### src/rtl/sgw_pkg.sv
package sgw_pkg;
  localparam int ADDR_W    = 32;
  localparam int WORD_W    = 32;
  localparam int LEN_W     = 23;
  localparam int TAG_W     = 5;
  localparam int ALIGN_LSB = 6;            // 64-byte descriptor slots
  localparam int SOF_BIT   = 27;
  localparam int EOF_BIT   = 26;
  localparam int TDEST_LSB = 8;
  localparam int NFETCH    = 4;            // words read per descriptor
  localparam logic [ALIGN_LSB-1:0] STATUS_OFS = 6'd20;

  typedef enum logic [2:0] {
    ST_IDLE, ST_FETCH, ST_ISSUE, ST_WAIT, ST_WBACK
  } walk_st_e;

  // byte offset of the k-th fetched word: next, buffer, control, tag
  function automatic logic [ALIGN_LSB-1:0] fetch_offset(input logic [1:0] k);
    case (k)
      2'd0:    return 6'd0;
      2'd1:    return 6'd4;
      2'd2:    return 6'd16;
      default: return 6'd24;
    endcase
  endfunction

  function automatic logic ptr_aligned(input logic [ADDR_W-1:0] p);
    return p[ALIGN_LSB-1:0] == '0;
  endfunction

  function automatic logic [WORD_W-1:0] status_word(input logic [LEN_W-1:0] bytes);
    return {1'b1, {(WORD_W-LEN_W-1){1'b0}}, bytes};
  endfunction
endpackage

### src/rtl/sgw_regs.sv
module sgw_regs
  import sgw_pkg::*;
#(
  parameter int AW = ADDR_W
) (
  input  logic          clk,
  input  logic          rst_n,
  input  logic          wr_en,
  input  logic [1:0]    wr_sel,
  input  logic [31:0]   wr_data,
  input  logic          pend_clr,
  output logic          run,
  output logic [AW-1:0] tail_ptr,
  output logic          tail_pend,
  output logic          cur_wr,
  output logic [AW-1:0] cur_wdata
);
  logic tail_wr;
  assign tail_wr   = wr_en && (wr_sel == 2'd2);
  assign cur_wr    = wr_en && (wr_sel == 2'd1);
  assign cur_wdata = wr_data[AW-1:0];

  always_ff @(posedge clk or negedge rst_n) begin
    if (!rst_n) begin
      run       <= 1'b0;
      tail_ptr  <= '0;
      tail_pend <= 1'b0;
    end else begin
      if (wr_en && wr_sel == 2'd0) run <= wr_data[0];
      if (tail_wr) tail_ptr <= wr_data[AW-1:0];
      if (tail_wr)       tail_pend <= 1'b1;   // a new tail wins over a same-cycle start
      else if (pend_clr) tail_pend <= 1'b0;
    end
  end

  AST_PEND_ON_TAIL: assert property (@(posedge clk) disable iff (!rst_n)
    tail_wr |=> tail_pend) else $error("tail write lost");
endmodule

### src/rtl/sgw_desc_capture.sv
module sgw_desc_capture
  import sgw_pkg::*;
#(
  parameter int AW = ADDR_W,
  parameter int LW = LEN_W,
  parameter int TW = TAG_W
) (
  input  logic          clk,
  input  logic          rst_n,
  input  logic          cap_en,
  input  logic [1:0]    cap_idx,
  input  logic [31:0]   word,
  output logic [AW-1:0] next_ptr,
  output logic [AW-1:0] buf_addr,
  output logic [LW-1:0] len,
  output logic          sof,
  output logic          eof,
  output logic [TW-1:0] tid,
  output logic [TW-1:0] tdest
);
  always_ff @(posedge clk or negedge rst_n) begin
    if (!rst_n) begin
      next_ptr <= '0; buf_addr <= '0; len <= '0;
      sof <= 1'b0; eof <= 1'b0; tid <= '0; tdest <= '0;
    end else if (cap_en) begin
      case (cap_idx)
        2'd0: next_ptr <= word[AW-1:0];
        2'd1: buf_addr <= word[AW-1:0];
        2'd2: begin
          len <= word[LW-1:0];
          sof <= word[SOF_BIT];
          eof <= word[EOF_BIT];
        end
        default: begin
          tid   <= word[TW-1:0];
          tdest <= word[TDEST_LSB +: TW];
        end
      endcase
    end
  end
endmodule

### src/rtl/sgw_engine.sv
module sgw_engine
  import sgw_pkg::*;
#(
  parameter int AW = ADDR_W,
  parameter int LW = LEN_W
) (
  input  logic          clk,
  input  logic          rst_n,
  input  logic          run,
  input  logic [AW-1:0] tail_ptr,
  input  logic          tail_pend,
  output logic          pend_clr,
  input  logic          cur_wr,
  input  logic [AW-1:0] cur_wdata,
  output logic          mem_req,
  output logic          mem_we,
  output logic [AW-1:0] mem_addr,
  output logic [31:0]   mem_wdata,
  input  logic          mem_ack,
  output logic          cap_en,
  output logic [1:0]    cap_idx,
  input  logic [AW-1:0] next_ptr,
  output logic          cmd_valid,
  input  logic          cmd_ready,
  input  logic          sts_valid,
  input  logic [LW-1:0] sts_bytes,
  output logic [AW-1:0] cur_ptr,
  output logic          halted,
  output logic          idle,
  output logic          err
);
  walk_st_e      st;
  logic [1:0]    k;
  logic [LW-1:0] wb_bytes;

  // named internal events
  logic cur_take, walk_start, desc_done, at_tail;
  assign cur_take   = cur_wr && halted && (st == ST_IDLE);
  assign walk_start = (st == ST_IDLE) && !err && run && tail_pend && !cur_take;
  assign desc_done  = (st == ST_WBACK) && mem_ack;
  assign at_tail    = (cur_ptr == tail_ptr);
  assign pend_clr   = walk_start;

  assign mem_req   = (st == ST_FETCH) || (st == ST_WBACK);
  assign mem_we    = (st == ST_WBACK);
  assign mem_addr  = cur_ptr + AW'((st == ST_FETCH) ? fetch_offset(k) : STATUS_OFS);
  assign mem_wdata = status_word(wb_bytes);
  assign cap_en    = (st == ST_FETCH) && mem_ack;
  assign cap_idx   = k;
  assign cmd_valid = (st == ST_ISSUE);
  assign idle      = (st == ST_IDLE) && !halted && !err;

  always_ff @(posedge clk or negedge rst_n) begin
    if (!rst_n) begin
      st <= ST_IDLE; k <= '0; cur_ptr <= '0;
      halted <= 1'b1; err <= 1'b0; wb_bytes <= '0;
    end else begin
      if (cur_take) cur_ptr <= cur_wdata;
      case (st)
        ST_IDLE: begin
          if (err || !run) halted <= 1'b1;
          else begin
            halted <= 1'b0;
            if (walk_start) begin
              if (!ptr_aligned(cur_ptr)) begin
                err <= 1'b1; halted <= 1'b1;
              end else begin
                st <= ST_FETCH; k <= '0;
              end
            end
          end
        end
        ST_FETCH: if (mem_ack) begin
          if (k == 2'(NFETCH-1)) st <= ST_ISSUE;
          else k <= k + 2'd1;
        end
        ST_ISSUE: if (cmd_ready) st <= ST_WAIT;
        ST_WAIT: if (sts_valid) begin
          wb_bytes <= sts_bytes;
          st       <= ST_WBACK;
        end
        ST_WBACK: if (mem_ack) begin
          cur_ptr <= next_ptr;
          if (at_tail || !run) st <= ST_IDLE;
          else if (!ptr_aligned(next_ptr)) begin
            err <= 1'b1; halted <= 1'b1; st <= ST_IDLE;
          end else begin
            st <= ST_FETCH; k <= '0;
          end
        end
        default: st <= ST_IDLE;
      endcase
    end
  end

  AST_TAIL_STOPS: assert property (@(posedge clk) disable iff (!rst_n)
    desc_done && at_tail |=> st == ST_IDLE) else $error("walk past tail");
  AST_FETCH_ALIGNED: assert property (@(posedge clk) disable iff (!rst_n)
    mem_req |-> ptr_aligned(cur_ptr)) else $error("misaligned access");
  AST_ERR_HALTS: assert property (@(posedge clk) disable iff (!rst_n)
    err |-> halted) else $error("error without halt");
  AST_HALT_QUIET: assert property (@(posedge clk) disable iff (!rst_n)
    halted |-> !mem_req && !cmd_valid) else $error("traffic while halted");
  AST_CUR_LOCKED: assert property (@(posedge clk) disable iff (!rst_n)
    !halted && !desc_done |=> $stable(cur_ptr)) else $error("pointer moved");
  AST_WB_AFTER_STS: assert property (@(posedge clk) disable iff (!rst_n)
    (st == ST_WAIT) && sts_valid |=> mem_req && mem_we) else $error("no write-back");
endmodule

### src/rtl/sgw_walker.sv
module sgw_walker
  import sgw_pkg::*;
#(
  parameter int AW = ADDR_W,
  parameter int LW = LEN_W,
  parameter int TW = TAG_W
) (
  input  logic          clk,
  input  logic          rst_n,
  input  logic          reg_we,
  input  logic [1:0]    reg_sel,
  input  logic [31:0]   reg_wdata,
  output logic [AW-1:0] cur_ptr,
  output logic          halted,
  output logic          idle,
  output logic          err,
  output logic          mem_req,
  output logic          mem_we,
  output logic [AW-1:0] mem_addr,
  output logic [31:0]   mem_wdata,
  input  logic [31:0]   mem_rdata,
  input  logic          mem_ack,
  output logic          cmd_valid,
  input  logic          cmd_ready,
  output logic [AW-1:0] cmd_addr,
  output logic [LW-1:0] cmd_len,
  output logic          cmd_sof,
  output logic          cmd_eof,
  output logic [TW-1:0] cmd_tid,
  output logic [TW-1:0] cmd_tdest,
  input  logic          sts_valid,
  input  logic [LW-1:0] sts_bytes
);
  logic          run, tail_pend, pend_clr, cur_wr, cap_en;
  logic [AW-1:0] tail_ptr, cur_wdata, next_ptr;
  logic [1:0]    cap_idx;

  sgw_regs #(.AW(AW)) u_regs (
    .clk, .rst_n, .wr_en(reg_we), .wr_sel(reg_sel), .wr_data(reg_wdata),
    .pend_clr, .run, .tail_ptr, .tail_pend, .cur_wr, .cur_wdata
  );

  sgw_desc_capture #(.AW(AW), .LW(LW), .TW(TW)) u_cap (
    .clk, .rst_n, .cap_en, .cap_idx, .word(mem_rdata),
    .next_ptr, .buf_addr(cmd_addr), .len(cmd_len), .sof(cmd_sof),
    .eof(cmd_eof), .tid(cmd_tid), .tdest(cmd_tdest)
  );

  sgw_engine #(.AW(AW), .LW(LW)) u_eng (
    .clk, .rst_n, .run, .tail_ptr, .tail_pend, .pend_clr, .cur_wr, .cur_wdata,
    .mem_req, .mem_we, .mem_addr, .mem_wdata, .mem_ack, .cap_en, .cap_idx,
    .next_ptr, .cmd_valid, .cmd_ready, .sts_valid, .sts_bytes,
    .cur_ptr, .halted, .idle, .err
  );

  AST_CMD_HOLD: assert property (@(posedge clk) disable iff (!rst_n)
    cmd_valid && !cmd_ready |=> cmd_valid && $stable(cmd_addr) && $stable(cmd_len)
      && $stable(cmd_tid) && $stable(cmd_tdest)) else $error("command dropped");
endmodule

### config.mk
export PLATFORM = sky130hd
export DESIGN_NAME = sgw_walker
export DESIGN_NICKNAME = d
export VERILOG_FILES = /design/src/rtl/sgw_pkg.sv /design/src/rtl/sgw_regs.sv /design/src/rtl/sgw_desc_capture.sv /design/src/rtl/sgw_engine.sv /design/src/rtl/sgw_walker.sv
export SDC_FILE = /design/constraint.sdc
export NUM_CORES = 1
export LEC_CHECK = 0
export BUFFER_PORTS_ARGS = -buffer_cell sky130_fd_sc_hd__buf_4
export CAP_MARGIN = 20
export CELL_PAD_IN_SITES_DETAIL_PLACEMENT = 0
export CELL_PAD_IN_SITES_GLOBAL_PLACEMENT = 2
export CORE_MARGIN = 2
export CORE_UTILIZATION = 25
export DETAILED_ROUTE_END_ITERATION = 7
export PLACE_DENSITY = 0.6
export SLEW_MARGIN = 20
export SYNTH_ARGS = -nofsm -noshare
export SYNTH_HDL_FRONTEND = slang
export SYNTH_HIERARCHICAL = 1
export SYNTH_SLANG_ARGS = --single-unit
### constraint.sdc
create_clock -name clk -period 5.1 [get_ports clk]
set_clock_uncertainty 0.05 [all_clocks]
set_input_delay 1.02 -clock clk [delete_from_list [all_inputs] [get_ports clk]]
set_output_delay 1.02 -clock clk [all_outputs]
set_load 0.02 [all_outputs]
==> results of run 1 <==
[cell usage after synthesis (all sizes together), types with 2 or more instances]
master    n
conb      2
mux2    155
and4      2
and3      9
dfrtp   194
a21o      3
a21oi     3
ha        8
clkbuf   13
nand3    14
a21boi    2
or3       2
nor3      6
o31ai     2
xor2     41
inv       9
a211oi    2
nor4      9
o21ai    36
and2      2
nand4     8
nand2    44
nand3b    3
xnor2    21
a31oi     2
buf      63
nor3b     3
a41oi     2
nor2     16
mux2i    34
[worst paths after layout]
kind,start,endpoint,slack [ns],cells after the start
min in group asynchronous,rst_n,u_eng/wb_bytes[7],0.60,1
min,u_cap/next_ptr[19],u_eng/cur_ptr[19],0.43,2
max in group asynchronous,rst_n,u_cap/next_ptr[17],3.39,2
max reg2reg,u_eng/st[0],u_cap/next_ptr[0],2.10,6
min reg2reg,u_cap/next_ptr[19],u_eng/cur_ptr[19],0.43,2
max,u_eng/st[0],mem_addr[31],0.29,11
[cell type report]
cell class | count | area (um^2) | share of cell area
Inverter | 9 | 33.8 | 0.00280
Tap cell | 468 | 586 | 0.0486
Clock inverter | 11 | 199 | 0.0165
Multi-Input combinational cell | 447 | 3880 | 0.322
Timing Repair Buffer | 263 | 2010 | 0.167
Clock buffer | 19 | 453 | 0.0376
Antenna cell | 1 | 2.50 | 0.000208
Sequential cell | 195 | 4880 | 0.405
[cell families (layout without fill, tap and decap cells)]
group           count (synthesis)  after routing  share of synthesized area
other cells                     2             10                   0.000808
mux                           189            189                      0.236
fa+ha+maj                       9              9                     0.0129
simple gates                  122            122                     0.0701
flops                         195            195                      0.525
xor+xnor                       62             62                     0.0584
buf+inv                        85            302                     0.0603
compound gates                 56             56                     0.0359
[through the flow]
stage                     worst slack [ns]  power [mW]  cells  utilization  hold slack (ns)
final                                0.290        7.82   1413        0.329            0.429
after detailed placement             0.547        6.38   1382        0.311            0.414
after floorplan                       1.43        4.77    727            -            0.396
after global placement               0.588        6.36   1382        0.311            0.414
after global routing                0.0201        8.32   1412        0.329            0.459
after CTS                           0.0440        7.97   1412        0.329            0.435
[power breakdown]
part	leakage, nW	internal, mW	switching, mW
registers	2.37	2.20	0.646
clock network	0.321	0.899	0.627
logic	2.90	1.66	1.79
total	5.59	4.75	3.07
[critical path, delay by kind of cell (launching register included)]
kind / cells / cell delay, ns
AND/OR/NAND/NOR: 6 / 1.39
buffers and inverters: 2 / 0.31
adder cells (fa/ha/maj): 1 / 0.32
flip-flops: 1 / 0.61
AO/OA/AOI/OAI: 1 / 0.49
XOR/XNOR: 1 / 0.15
[per-layer routing]
layer	track usage	part of all wire
met5	0	0
met4	0.0376	0.010
met3	0.0448	0.064
met2	0.220	0.45
met1	0.204	0.48
[registers in the layout, indices dropped and copies added, names as in the netlist, 2 cells and up]
signal           flops
u_eng/st             3
u_cap/len           23
u_eng/cap_idx        2
u_eng/cur_ptr       32
u_cap/buf_addr      32
u_regs/tail_ptr     32
u_cap/next_ptr      32
u_cap/tdest          5
u_cap/tid            5
u_eng/wb_bytes      23
==> flow_summary.toml, run 1 <==
[logic_synthesis]
synth_edf_count = 0
synth_ff_type = "dfrtp_1"
synthArstFlopShare = 1.00
synth_cell_type_count = 55
synth_top_area_cell = "dfrtp_1"
ys_warn_count = 6
synth_top_area_frac = 0.522
netlist_instances = 720
synth.cell_area_mm2 = 0.00929
ys_seq_area_frac = 0.525
synth_area_leaders = "dfrtp_1 52%, mux2_2 15%, mux2_4 4.7%, buf_4 4.2%, xor2_1 3.9%"
ys_seq_elements = 195
syn_area_per_cell_um2 = 12.9

[drt]
drtAntennaViolNets = 0
drt-pass1-iter-count = 4
drc_errors = 0
wl_per_cell_um = 19.9
viasPerCell = 4.37
vias = 6168
wl_um = 28100
drt-initial-drc-count = 210

[clock_tree]
clockBufferDepth = 2
cts_setup_buffers = 0
cts_tree = "yes"
cts_hold_buf = 0
cts_resized = 0
clock-sinks = 195
clkLatencyLatePin_ns = 0.45
cts.root.buffer_cell = "clkbuf_16"
clk_pin_slew_worst_paths_ns = 0.07
h-tree-depth = 4
cts-buffers-inserted = 17

[run_status]
status = "completed"

[critical_path]
crit_type = "flip-flop to output port"
crit_top_cell = "and3_1"
worst_ep_arrival_time_ns = 3.74
crit_fanout = 14
required_ns = 4.03
crit_chain = "inv_1 -> nor3_2 -> nand2_1 -> ha_1 -> and3_1 -> o21ai_0 -> nor2_1 -> and3_1 -> nand3_1 -> xnor2_1 -> buf_4"
end_kind = "output port"
cp-start-kind = "flip-flop"
slowest_stage = "dfrtp_1"
slowest_delay_ns = 0.61

[min_path]
min-delay-path-class = "flip-flop to flip-flop"

[sta]
relSlewSlack = 0.339
fin_crit_ns = 4.81
slew_viol_final = 0
worstMarginPinSlew_ns = 0.987
hold_viol = 0
fmax_mhz = 208
setup_viol = 0
rsz0062_at_grt = "no"
finalCritPeriodShare = 0.943
fin_setup_tns_ns = 0

[floorplan]
ios = 264
die_area_mm2 = 0.0387
die-width_um = 197
die_height_um = 197
initial_core_util = 0.254
fp-row-count = 70
core_area_mm2 = 0.0366

[grt]
grt_usage = 0.146
grt_pass1_wl_um = 41700
gr-total-overflow = 0
grt_max_degree = 103
grt_pass1_vias = 6341
antenna_found_initial = 0

[power]
p_leak_nw = 5.59
max-vdd-ir-drop_mv = 0.259
p_per_area_mw_per_mm2 = 649

[finish]
drive_gt1_frac = 0.486
syn_to_final_growth_pct = 29.6
fin_area_mm2 = 0.0120
layout_common_cells = "260 x buf_4, 194 x dfrtp_1, 124 x mux2_2"
nNetsFinal = 1037
fill_cells = 3727
final_common_cell = "buf_4"

[placed_design]
hpwl_um = 20300
postPlaceCellArea_mm2 = 0.0114
place.gp.congestion = 0.762
io_buffers = 254

[flow_run]
maxCapViolations = 0
Note: power is estimated with default switching activity, not from simulation.
==> run 2, diff against run 1 <==
--- a/config.mk
+++ b/config.mk
@@ -16,5 +16,4 @@
 export SLEW_MARGIN = 20
 export SYNTH_ARGS = -nofsm -noshare
 export SYNTH_HDL_FRONTEND = slang
-export SYNTH_HIERARCHICAL = 1
 export SYNTH_SLANG_ARGS = --single-unit
==> flow_summary.toml, run 2 <==
[grt]
grt_pass1_vias = 6434
grt_max_degree = 90
antenna_found_initial = 0
grt_pass1_wl_um = 39900
grt_usage = 0.145
gr-total-overflow = 0

[critical_path]
worst_ep_arrival_time_ns = 3.38
end_kind = "output port"
cp-start-kind = "flip-flop"
required_ns = 4.03
crit_type = "flip-flop to output port"
crit_fanout = 12

[min_path]
min-delay-path-class = "flip-flop to flip-flop"

[sta]
slew_viol_final = 0
rsz0062_at_grt = "no"
setup_viol = 0
finalCritPeriodShare = 0.873
hold_viol = 0
fmax_mhz = 224
fin_setup_tns_ns = 0
relSlewSlack = 0.304
worstMarginPinSlew_ns = 1.04
hold_slack_ns = 0.428
fin_crit_ns = 4.45

[logic_synthesis]
ys_warn_count = 0
netlist_instances = 690
synth_top_area_frac = 0.544
synthArstFlopShare = 1.00
synth_ff_type = "dfrtp_1"
ys_seq_area_frac = 0.547
synth.cell_area_mm2 = 0.00893
ys_top_cells_by_count = "194 x dfrtp_1, 152 x mux2_2, 57 x nand2_1, 47 x xnor2_1, 39 x o21ai_0"
synth_edf_count = 0
synth_most_common_cell = "dfrtp_1"
synth_area_leaders = "dfrtp_1 54%, mux2_2 19%, xnor2_1 4.6%, mux2i_1 3.7%, nand2_1 2.4%"
syn_area_per_cell_um2 = 12.9
synth_top_area_cell = "dfrtp_1"
ys_seq_elements = 195
synth_cell_type_count = 51

[placed_design]
hpwl_um = 19300
io_buffers = 254
place.gp.congestion = 0.714
postPlaceCellArea_mm2 = 0.0112

[clock_tree]
cts-buffers-inserted = 17
cts_hold_buf = 0
clkLatencyLatePin_ns = 0.44
clk_pin_slew_worst_paths_ns = 0.08
cts_resized = 0
cts.root.buffer_cell = "clkbuf_16"
cts_setup_buffers = 0
clock-sinks = 195
cts_tree = "yes"
h-tree-depth = 4
clockBufferDepth = 2

[drt]
met1_length_um = 12100
vias = 6167
viasPerCell = 4.37
drtAntennaViolNets = 0
drt-pass1-iter-count = 4
drt-initial-drc-count = 207
met2WireLength_um = 12500
drc_errors = 0
wl_per_cell_um = 18.8
wl_um = 26500
dr.max_layer_used = "met4"
met3_length_um = 1670

[floorplan]
die-width_um = 193
ios = 264
core_area_mm2 = 0.0354
fp-row-count = 69
die_area_mm2 = 0.0372
die_height_um = 193
initial_core_util = 0.252

[finish]
fill_cells = 3643
nNetsFinal = 1040
syn_to_final_growth_pct = 32.6
drive_gt1_frac = 0.485
final_common_cell = "buf_4"
diodes = 0
layout_common_cells = "260 x buf_4, 194 x dfrtp_1, 152 x mux2_2"
fin_area_mm2 = 0.0118

[power]
p_leak_nw = 5.44
p_per_area_mw_per_mm2 = 630
max-vdd-ir-drop_mv = 0.257

[run_status]
status = "completed"

[flow_run]
maxCapViolations = 0
==> run 2: cell count changes after synthesis, moves of 5 or more <==
cell / delta
xor2_1: -27
xnor2_1: +26
and2_1: +5
nor4_1: -5
mux2_2: +28
buf_4: -37
nand3_1: -8
mux2_4: -29
o21ai_1: -9
o21ai_0: +12
nand2_1: +13
==> run 2: layout make-up <==
type,count,area (um^2),area share
inverter,6,22.5,0.00190
timing repair buffer,261,1970,0.166
tap,461,577,0.0487
clock buffer,18,429,0.0362
clock inverter,14,176,0.0149
multi-input combinational,455,3790,0.320
sequential,195,4880,0.412
==> run 2: per-layer routing <==
layer	global-route usage	vias up
li1	-	2886
met1	0.193	3121
met2	0.231	144
met3	0.0434	16
met4	0.0393	0
met5	0	-
==> run 2: stage by stage <==
stage               instances  total power, mW  utilization  worst slack, ns
floorplan                 697             4.62            -             1.54
global placement         1378             6.11        0.318             1.11
detailed placement       1378             6.13        0.318             1.06
CTS                      1410             7.60        0.335            0.551
global route             1410             7.96        0.335            0.347
finish                   1410             7.46        0.335            0.645
==> run 2: where the power goes <==
group          internal (mW)  switching [mW]
clock network          0.780           0.649
logic                   1.57            1.69
registers               2.18           0.592
total                   4.53            2.93
==> run 2: cells by family (layout without fill, tap and decap cells) <==
kind of cell | Yosys count | in the layout | synth area share
adders and majority gates | 9 | 9 | 0.0135
other | 2 | 9 | 0.000841
buffers and inverters | 47 | 299 | 0.0324
and+or+nand+nor | 135 | 135 | 0.0804
muxes | 188 | 188 | 0.232
xor gates and xnor gates | 61 | 61 | 0.0598
DFF | 195 | 195 | 0.547
AOI/OAI and AO/OA | 53 | 53 | 0.0340
==> run 2: worst max-delay path: stages, from the launching register on <==
cell,delay (ns)
dfrtp_1,0.56
nor3b_2,0.34
nand2b_1,0.09
ha_1,0.21
fa_1,0.41
a21o_1,0.22
and2_1,0.24
and3_1,0.29
and2_1,0.20
nand3_1,0.10
xnor2_1,0.12
buf_4,0.16
==> run 2: path summary, 6_finish.rpt <==
kind	startpoint	to	slack (ns)	cells after the start
min reg2reg	u_cap.next_ptr[8]	u_eng.cur_ptr[8]	0.43	2
min in group asynchronous	rst_n	u_cap.len[11]	0.53	1
min	u_cap.next_ptr[8]	u_eng.cur_ptr[8]	0.43	2
max	u_eng.st[0]	mem_addr[28]	0.65	11
max in group asynchronous	rst_n	u_eng.cur_ptr[18]	3.42	2
max reg2reg	u_eng.st[0]	u_cap.buf_addr[20]	2.44	4
